File: config.mk
export PLATFORM = sky130hd
export DESIGN_NAME = fpmm_unit
export DESIGN_NICKNAME = d
export VERILOG_FILES = /design/src/rtl/fpmm_pkg.sv /design/src/rtl/fpmm_ctrl.sv /design/src/rtl/fpmm_classify.sv /design/src/rtl/fpmm_dp.sv /design/src/rtl/fpmm_unit.sv
export SDC_FILE = /design/constraint.sdc
export NUM_CORES = 1
export LEC_CHECK = 0
export BUFFER_PORTS_ARGS = -buffer_cell sky130_fd_sc_hd__buf_4
export CORE_UTILIZATION = 45
export CTS_CLUSTER_DIAMETER = 30
export CTS_CLUSTER_SIZE = 8
export DETAILED_ROUTE_END_ITERATION = 7
export HOLD_SLACK_MARGIN = 0.02
export PLACE_DENSITY_LB_ADDON = 0.3
export SLEW_MARGIN = 15
export SYNTH_ARGS = -nofsm -noshare
export SYNTH_HDL_FRONTEND = slang
export SYNTH_HIERARCHICAL = 1
export SYNTH_SLANG_ARGS = --single-unit
File: constraint.sdc
create_clock -name clk -period 0.8 [get_ports clk]
set_clock_uncertainty 0.05 [all_clocks]
set_input_delay 0.04 -clock clk [delete_from_list [all_inputs] [get_ports clk]]
set_output_delay 0.04 -clock clk [all_outputs]
set_load 0.005 [all_outputs]
File: src/rtl/fpmm_pkg.sv
package fpmm_pkg;

  typedef enum logic [2:0] {
    OP_MIN  = 3'd0,
    OP_MAX  = 3'd1,
    OP_MINP = 3'd2,
    OP_MAXP = 3'd3,
    OP_LT   = 3'd4,
    OP_LE   = 3'd5,
    OP_LTQ  = 3'd6,
    OP_LEQ  = 3'd7
  } fpmmOp_e;

  // strobes from control to datapath
  typedef struct packed {
    logic selCmp;   // compare family
    logic pickMax;  // max instead of min
    logic nanProp;  // any NaN gives canonical NaN
    logic orEqual;  // less-or-equal instead of less-than
    logic quiet;    // only signaling NaN is invalid
  } fpmmCtl_s;

endpackage

File: src/rtl/fpmm_ctrl.sv
module fpmm_ctrl
  import fpmm_pkg::*;
(
  input  logic [2:0] opSel,
  output fpmmCtl_s   ctl
);

  fpmmOp_e op;

  always_comb begin
    op  = fpmmOp_e'(opSel);
    ctl = '0;
    unique case (op)
      OP_MIN:  ctl = '{selCmp: 1'b0, pickMax: 1'b0, nanProp: 1'b0, orEqual: 1'b0, quiet: 1'b0};
      OP_MAX:  ctl = '{selCmp: 1'b0, pickMax: 1'b1, nanProp: 1'b0, orEqual: 1'b0, quiet: 1'b0};
      OP_MINP: ctl = '{selCmp: 1'b0, pickMax: 1'b0, nanProp: 1'b1, orEqual: 1'b0, quiet: 1'b0};
      OP_MAXP: ctl = '{selCmp: 1'b0, pickMax: 1'b1, nanProp: 1'b1, orEqual: 1'b0, quiet: 1'b0};
      OP_LT:   ctl = '{selCmp: 1'b1, pickMax: 1'b0, nanProp: 1'b0, orEqual: 1'b0, quiet: 1'b0};
      OP_LE:   ctl = '{selCmp: 1'b1, pickMax: 1'b0, nanProp: 1'b0, orEqual: 1'b1, quiet: 1'b0};
      OP_LTQ:  ctl = '{selCmp: 1'b1, pickMax: 1'b0, nanProp: 1'b0, orEqual: 1'b0, quiet: 1'b1};
      OP_LEQ:  ctl = '{selCmp: 1'b1, pickMax: 1'b0, nanProp: 1'b0, orEqual: 1'b1, quiet: 1'b1};
      default: ctl = '0;
    endcase
  end

endmodule

File: src/rtl/fpmm_classify.sv
module fpmm_classify #(
  parameter int EXP_W = 11,
  parameter int MAN_W = 52,
  localparam int DATA_W = 1 + EXP_W + MAN_W,
  localparam int MAG_W  = EXP_W + MAN_W
) (
  input  logic [DATA_W-1:0] val,
  output logic              isNan,
  output logic              isSnan,
  output logic              isZero,
  output logic              signBit,
  output logic [MAG_W-1:0]  mag
);

  logic expOnes;
  logic manZero;

  always_comb begin
    signBit = val[DATA_W-1];
    mag     = val[MAG_W-1:0];
    expOnes = &val[MAG_W-1:MAN_W];
    manZero = ~|val[MAN_W-1:0];
    isNan   = expOnes & ~manZero;
    isSnan  = isNan & ~val[MAN_W-1];
    isZero  = ~|mag;
  end

endmodule

File: src/rtl/fpmm_dp.sv
module fpmm_dp
  import fpmm_pkg::*;
#(
  parameter int EXP_W   = 11,
  parameter int MAN_W   = 52,
  parameter int FLAG_W  = 5,
  parameter bit OUT_REG = 1'b1,
  localparam int DATA_W = 1 + EXP_W + MAN_W,
  localparam int MAG_W  = EXP_W + MAN_W,
  localparam int NOPS   = 2
) (
  input  logic              clk,
  input  logic              rstN,
  input  fpmmCtl_s          ctl,
  input  logic [DATA_W-1:0] srcA,
  input  logic [DATA_W-1:0] srcB,
  output logic [DATA_W-1:0] resData,
  output logic              resCmp,
  output logic [FLAG_W-1:0] resFlags
);

  localparam logic [DATA_W-1:0] CANON_NAN =
    {1'b0, {EXP_W{1'b1}}, 1'b1, {(MAN_W-1){1'b0}}};

  logic [DATA_W-1:0] opnd   [NOPS];
  logic              nanV   [NOPS];
  logic              snanV  [NOPS];
  logic              zeroV  [NOPS];
  logic              signV  [NOPS];
  logic [MAG_W-1:0]  magV   [NOPS];

  assign opnd[0] = srcA;
  assign opnd[1] = srcB;

  for (genvar i = 0; i < NOPS; i++) begin : g_cls
    fpmm_classify #(.EXP_W(EXP_W), .MAN_W(MAN_W)) u_cls (
      .val    (opnd[i]),
      .isNan  (nanV[i]),
      .isSnan (snanV[i]),
      .isZero (zeroV[i]),
      .signBit(signV[i]),
      .mag    (magV[i])
    );
  end

  logic              anyNan, bothNan, anySnan, bothZero;
  logic              magLt, magGt, bitsEq, totalLt;
  logic              ieeeLt, ieeeEq, cmpNext, takeA, invalidNext;
  logic [DATA_W-1:0] pickVal, dataNext;
  logic [FLAG_W-1:0] flagsNext;

  always_comb begin
    anyNan   = nanV[0] | nanV[1];
    bothNan  = nanV[0] & nanV[1];
    anySnan  = snanV[0] | snanV[1];
    bothZero = zeroV[0] & zeroV[1];
    magLt    = magV[0] < magV[1];
    magGt    = magV[0] > magV[1];
    bitsEq   = srcA == srcB;

    // sign-magnitude order where -0 sorts below +0
    if (signV[0] != signV[1]) totalLt = signV[0];
    else if (signV[0])        totalLt = magGt;
    else                      totalLt = magLt;

    ieeeLt = totalLt & ~bothZero;
    ieeeEq = bitsEq | bothZero;
    cmpNext = ~anyNan & (ieeeLt | (ctl.orEqual & ieeeEq));

    takeA = ctl.pickMax ? ~totalLt : totalLt;

    if (bothNan || (ctl.nanProp && anyNan)) pickVal = CANON_NAN;
    else if (nanV[0])                       pickVal = srcB;
    else if (nanV[1])                       pickVal = srcA;
    else                                    pickVal = takeA ? srcA : srcB;

    if (ctl.selCmp) invalidNext = ctl.quiet ? anySnan : anyNan;
    else            invalidNext = anySnan;

    dataNext  = ctl.selCmp ? '0 : pickVal;
    flagsNext = '0;
    flagsNext[FLAG_W-1] = invalidNext;
  end

  if (OUT_REG) begin : g_reg
    always_ff @(posedge clk or negedge rstN) begin
      if (!rstN) begin
        resData  <= '0;
        resCmp   <= 1'b0;
        resFlags <= '0;
      end else begin
        resData  <= dataNext;
        resCmp   <= ctl.selCmp & cmpNext;
        resFlags <= flagsNext;
      end
    end
  end else begin : g_comb
    logic unusedClk;
    assign unusedClk = clk;
    always_comb begin
      resData  = rstN ? dataNext : '0;
      resCmp   = rstN & ctl.selCmp & cmpNext;
      resFlags = rstN ? flagsNext : '0;
    end
  end

endmodule

File: src/rtl/fpmm_unit.sv
module fpmm_unit
  import fpmm_pkg::*;
#(
  parameter int EXP_W   = 11,
  parameter int MAN_W   = 52,
  parameter int FLAG_W  = 5,
  parameter bit OUT_REG = 1'b1,
  localparam int DATA_W = 1 + EXP_W + MAN_W
) (
  input  logic              clk,
  input  logic              rstN,
  input  logic [2:0]        opSel,
  input  logic [DATA_W-1:0] srcA,
  input  logic [DATA_W-1:0] srcB,
  output logic [DATA_W-1:0] resData,
  output logic              resCmp,
  output logic [FLAG_W-1:0] resFlags
);

  fpmmCtl_s ctl;

  fpmm_ctrl u_ctrl (
    .opSel(opSel),
    .ctl  (ctl)
  );

  fpmm_dp #(
    .EXP_W  (EXP_W),
    .MAN_W  (MAN_W),
    .FLAG_W (FLAG_W),
    .OUT_REG(OUT_REG)
  ) u_dp (
    .clk     (clk),
    .rstN    (rstN),
    .ctl     (ctl),
    .srcA    (srcA),
    .srcB    (srcB),
    .resData (resData),
    .resCmp  (resCmp),
    .resFlags(resFlags)
  );

endmodule

# After elaboration in Yosys (flattened, before gate mapping)
# Memories as Yosys holds them, arrays and structs flattened.
# Index checks and enable logic that the tools add are counted.
# op_classes
n_reduce_logical	10
eq_ne	2
n_mux	10
magnitude_cmp	2
bitwise_logic	19
# ops
operator	count
64-bit two-way mux	5
63-bit OR reduction	2
52-bit OR reduction	2
64-bit equality test	1
63-bit greater-than comparator	1
63-bit less-than comparator	1
11-bit AND reduction	2
1-bit bitwise AND	10
1-bit two-way mux	5
1-bit inverter	5
1-bit OR	4
1-bit zero test	2
1-bit logical AND	1
1-bit logical OR	1
1-bit != test	1
# word_totals
wordCells	47
input_bits	133
romBits	40
output_inout_bits	70
memories	1
regBits	66
# memory_table
name	depth	width	rd	rd_ports_with_merged_regs	wr	line	rtl
(name not given)	8	5	1	0	0	fpmm_ctrl.sv:13	unique case (op)

# Depth between registers and ports, before layout
# logic_depth
word_depth	10
ltp_mapped	15
depth_no_buf	11

# By module
# Netlist, hierarchy kept.
# modules_own_cells
mod	area_per_inst_um2	n_inst	cells_per_inst	seq_area_each_um2
fpmm_dp	5605.4	1	695	1651.6
fpmm_classify	670.6	2	93	0.0
fpmm_ctrl	32.5	1	5	0.0

# Worst setup path before layout
# No wires, ideal clock.
# synth_timing
path_kind	input to register
from	in srcB[21]
to	reg u_dp.resData[25]
slack_ps	-1937
n_path_buf	4
stages	15
setup_ps	78
t_required_ps	672
t_arrival_ps	2609
path_cell_list	buf_4 inv_1 ha_1 a21oi_1 nand2_1 a221oi_2 o22ai_2 a2111oi_4 a2111oi_1 a41o_1 buf_6 buf_6 buf_6 or3_1 a21oi_1
# synth_between
elab_chain_cells	10
elab_cells_between_ends	17
cone_classes	order compare (2); mux (8); bitwise (4); reduce/logical (3)
# synth_rtl
item	line	rtl
from (decl)	fpmm_unit.sv:14	input logic [DATA_W-1:0] srcB,
63-bit less-than comparator or 63-bit greater-than comparator (tied branches)	fpmm_dp.sv:57, fpmm_dp.sv:58	
1-bit two-way mux	fpmm_dp.sv:63	else if (signV[0]) totalLt = magGt;
1-bit two-way mux	fpmm_dp.sv:62	if (signV[0] != signV[1]) totalLt = signV[0];
1-bit inverter	fpmm_dp.sv:70	takeA = ctl.pickMax ? ~totalLt : totalLt;
1-bit two-way mux	fpmm_dp.sv:70	
64-bit two-way mux	fpmm_dp.sv:75	else pickVal = takeA ? srcA : srcB;
64-bit two-way mux	fpmm_dp.sv:74	else if (nanV[1]) pickVal = srcA;
64-bit two-way mux	fpmm_dp.sv:73	else if (nanV[0]) pickVal = srcB;
64-bit two-way mux (*)	fpmm_dp.sv:72	if (bothNan || (ctl.nanProp && anyNan)) pickVal = CANON_NAN;
64-bit two-way mux (*)	fpmm_dp.sv:80	dataNext = ctl.selCmp ? '0 : pickVal;
named net u_dp.dataNext[25]	fpmm_dp.sv:49	logic [DATA_W-1:0] pickVal, dataNext;
to (signal assigned)	fpmm_dp.sv:92	resData <= dataNext;
to (decl)	fpmm_dp.sv:17	output logic [DATA_W-1:0] resData,
# The timed path passes the listed nets; every way through them passes the cells marked *.

# Worst setup path after layout
# layout_timing
from	in srcA[39]
to	reg u_dp.resData[46]
# layout_between
elab_chain_cells	10
elab_cells_between_ends	17
cone_classes	order compare (2); mux (8); bitwise (4); reduce/logical (3)
# layout_rtl
item	line	rtl
from (decl)	fpmm_unit.sv:13	input logic [DATA_W-1:0] srcA,
63-bit less-than comparator or 63-bit greater-than comparator (tied branches)	fpmm_dp.sv:57, fpmm_dp.sv:58	
1-bit two-way mux	fpmm_dp.sv:63	
1-bit two-way mux	fpmm_dp.sv:62	
1-bit inverter	fpmm_dp.sv:70	
1-bit two-way mux	fpmm_dp.sv:70	
64-bit two-way mux	fpmm_dp.sv:75	
64-bit two-way mux	fpmm_dp.sv:74	
64-bit two-way mux	fpmm_dp.sv:73	
64-bit two-way mux (*)	fpmm_dp.sv:72	
64-bit two-way mux (*)	fpmm_dp.sv:80	
named net u_dp.dataNext[46]	fpmm_dp.sv:49	
# Marked as above.

==> flow_summary.json <==
{
  "hold_ws_ns": 0.0169,
  "drive_above_1_share": 0.521,
  "synth_edf_count": 0,
  "num_vias": 7793,
  "die_h_um": 127,
  "hold_depth": 4,
  "placed_cells": 1293,
  "layout_commonest_cell": "buf_4",
  "cts_buffer_depth": 2,
  "crit_path_top_delay_cell": "ha_1",
  "stdcell_count": 1343,
  "critPathRequiredTime_ns": 1.01,
  "hp-class": "input pin to flip-flop",
  "setup_viol": 132,
  "grt_pass1_wl_um": 38600,
  "fin_util": 0.745,
  "min_to": "u_dp/resData[1]",
  "synth-seq-area-share": 0.237,
  "finalHoldViolCount": 0,
  "grt_most_used_layer": "met2",
  "vdd_ir_drop_max_v": 0.000994,
  "cts_tree": "done",
  "cts_inserted_buffers": 9,
  "gp_congestion": 0.938,
  "met3_usage": 0.0662,
  "use_met2": 0.512,
  "ys_ff_latch": 66,
  "worst-endpoint-arrival_ns": 2.88,
  "area_growth_pct": 61.6,
  "leakagePower_nw": 5.30,
  "die-area_um2": 16000,
  "yosysWarnings": 6,
  "crit_chain": "buf_4, ha_1, nand4_1, buf_4, nor3_2, a221oi_1, o21ai_1, a21oi_2, nand3_2, buf_6, o31ai_4, buf_6, buf_12, buf_8, o21ai_0, a21oi_1",
  "viasPerCell": 5.80,
  "path_class": "input pin to flip-flop",
  "cp-end-kind": "flip-flop",
  "slowest_delay_ns": 0.28,
  "drcViolationCount": 0,
  "coreArea_um2": 15100,
  "port_buffers": 198,
  "start_util": 0.461,
  "cts-root-buf": "clkbuf_16",
  "die_w_um": 127,
  "final.setup.worst_slack_ns": -1.87,
  "max_freq_mhz": 375,
  "rows": 45,
  "num_antenna_cells": 0,
  "hold_buffers": 4,
  "ys_types": 45,
  "pin_count": 203,
  "async_flop_share": 1.00,
  "cap_violations": 0,
  "final_nets": 1346,
  "track_usage": 0.314,
  "grt.met1_usage": 0.395,
  "drt_pass1_iterations": 5,
  "syn_inst": 886,
  "overflow": 0,
  "antenna_found_initial": 0,
  "dp_hpwl_um": 18400,
  "slew_viol_final": 0,
  "grt_max_degree": 45,
  "start_kind": "input pin",
  "period_share": 3.33,
  "postSynthAreaPerCell_um2": 7.88,
  "h-tree-depth": 3,
  "first_global_vias": 7290,
  "final_antenna_net_count": 0,
  "drt_iter0_drc": 714,
  "synthFlopType": "dfrtp_1",
  "fin_tns_setup_ns": -125.07,
  "clk_pin_slew_worst_paths_ns": 0.07,
  "crit_fanout": 11,
  "violations": "negative setup slack",
  "period_needed_ns": 2.67,
  "routedWlPerCell_um": 20.4,
  "grt_setup_unrepaired": "yes",
  "mostFrequentLayoutCells": "292 x buf_4, 102 x inv_1, 93 x buf_6",
  "hp-start": "srcA[1]",
  "p_per_area_nw_per_um2": 1300,
  "cts_sinks": 66,
  "status": "finished, violations left",
  "drt-total-wl_um": 27400,
  "synth_area_um2": 6980
}
## how the worst max path moves through the flow
stage,start,end,slack [ns],cells after the start
floorplan,srcB[49],u_dp/resData[25],-1.83,15
global placement,srcB[34],u_dp/resData[52],-2.19,14
detailed placement,srcB[38],u_dp/resData[10],-2.23,15
CTS,srcB[24],u_dp/resData[13],-1.73,15
global route,srcB[45],u_dp/resData[46],-1.96,17
finish,srcA[39],u_dp/resData[46],-1.87,16
## power breakdown
group / internal (mW) / switching [mW] / total, mW
registers: 3.66 / 0.197 / 3.86
logic: 3.50 / 2.93 / 6.42
clock network: 2.81 / 1.62 / 4.43
total: 9.96 / 4.75 / 14.7
## cell families after synthesis
kind of cell,synth area share
other,0.000537
XOR/XNOR,0.0803
adder cells (fa/ha/maj),0.113
AO/OA/AOI/OAI,0.149
AND/OR/NAND/NOR,0.183
flip-flops,0.237
buffers and inverters,0.238
## repair_timing
item                                    in CTS  in global routing
pin swaps                                   56                 54
endpoints found under the setup margin     132                132
endpoints found under the hold margin       70                  1
gates resized for setup                    168                110
setup buffers                               11                  9
gates cloned                                 6                 10
## through the flow
step	instance area (um2)	setup WS [ns]	power (mW)
final	11300	-1.87	14.7
after global routing	11300	-1.96	15.3
after CTS	10700	-1.73	14.0
after detailed placement	9400	-2.23	8.74
after global placement	9400	-2.19	8.65
after floorplan	7360	-1.83	6.39
## critical path, delay by kind of cell
family          cells  cell delay (ns)
compound gates      6             1.27
buf+inv             6             0.90
simple gates        3             0.38
fa+ha+maj           1             0.28
## synthesized netlist by cell type, types with 2 or more instances
cell type    n  area (um2)
nor4_2       4        50.1
nor4_1      33         206
nand2_1     22        82.6
or2_2        2        12.5
xnor2_1     64         561
buf_4      133         998
a31oi_1     12        75.1
nand4_1     37         231
nor2b_1      5        31.3
nor2_1       4        15.0
or3_1       65         407
a221oi_1     3        26.3
clkbuf_1    26        97.6
dfrtp_1     66        1650
ha_1        63         788
a211oi_1     3        22.5
a41o_1       2        20.0
and4_1       4        35.0
o31ai_1      2        15.0
nand4b_1     2        17.5
a21oi_1     77         385
a221oi_2     2        30.0
a21o_1       4        30.0
nor3_1      13        65.1
and2_1       2        12.5
inv_1      129         484
nand3_1     10        50.1
buf_6        4        45.0
o21ai_0     50         250
o21ai_1     25         125
clkbuf_2     4        20.0
## flip-flops by register name, indices dropped and copies added (netlist names)
register / flops
u_dp/resData: 64
u_dp/resCmp: 1
u_dp/resFlags: 1
## cell type report
class                   instances  area [um2]
multi-input cells             524        4680
repair buffers                419        3890
fillers                       960        3870
flip-flops and latches         66        1650
inverters                     130         500
clock buffers                  11         243
well taps                     188         235
clock inverters                 5        77.6
## routing by layer
metal  wire, um  vias up
met5          0        -
met4       1370        0
met3       2680      125
met2      13100      527
met1      10200     3677
li1           -     3464
Power figures use the tool's default switching activity.
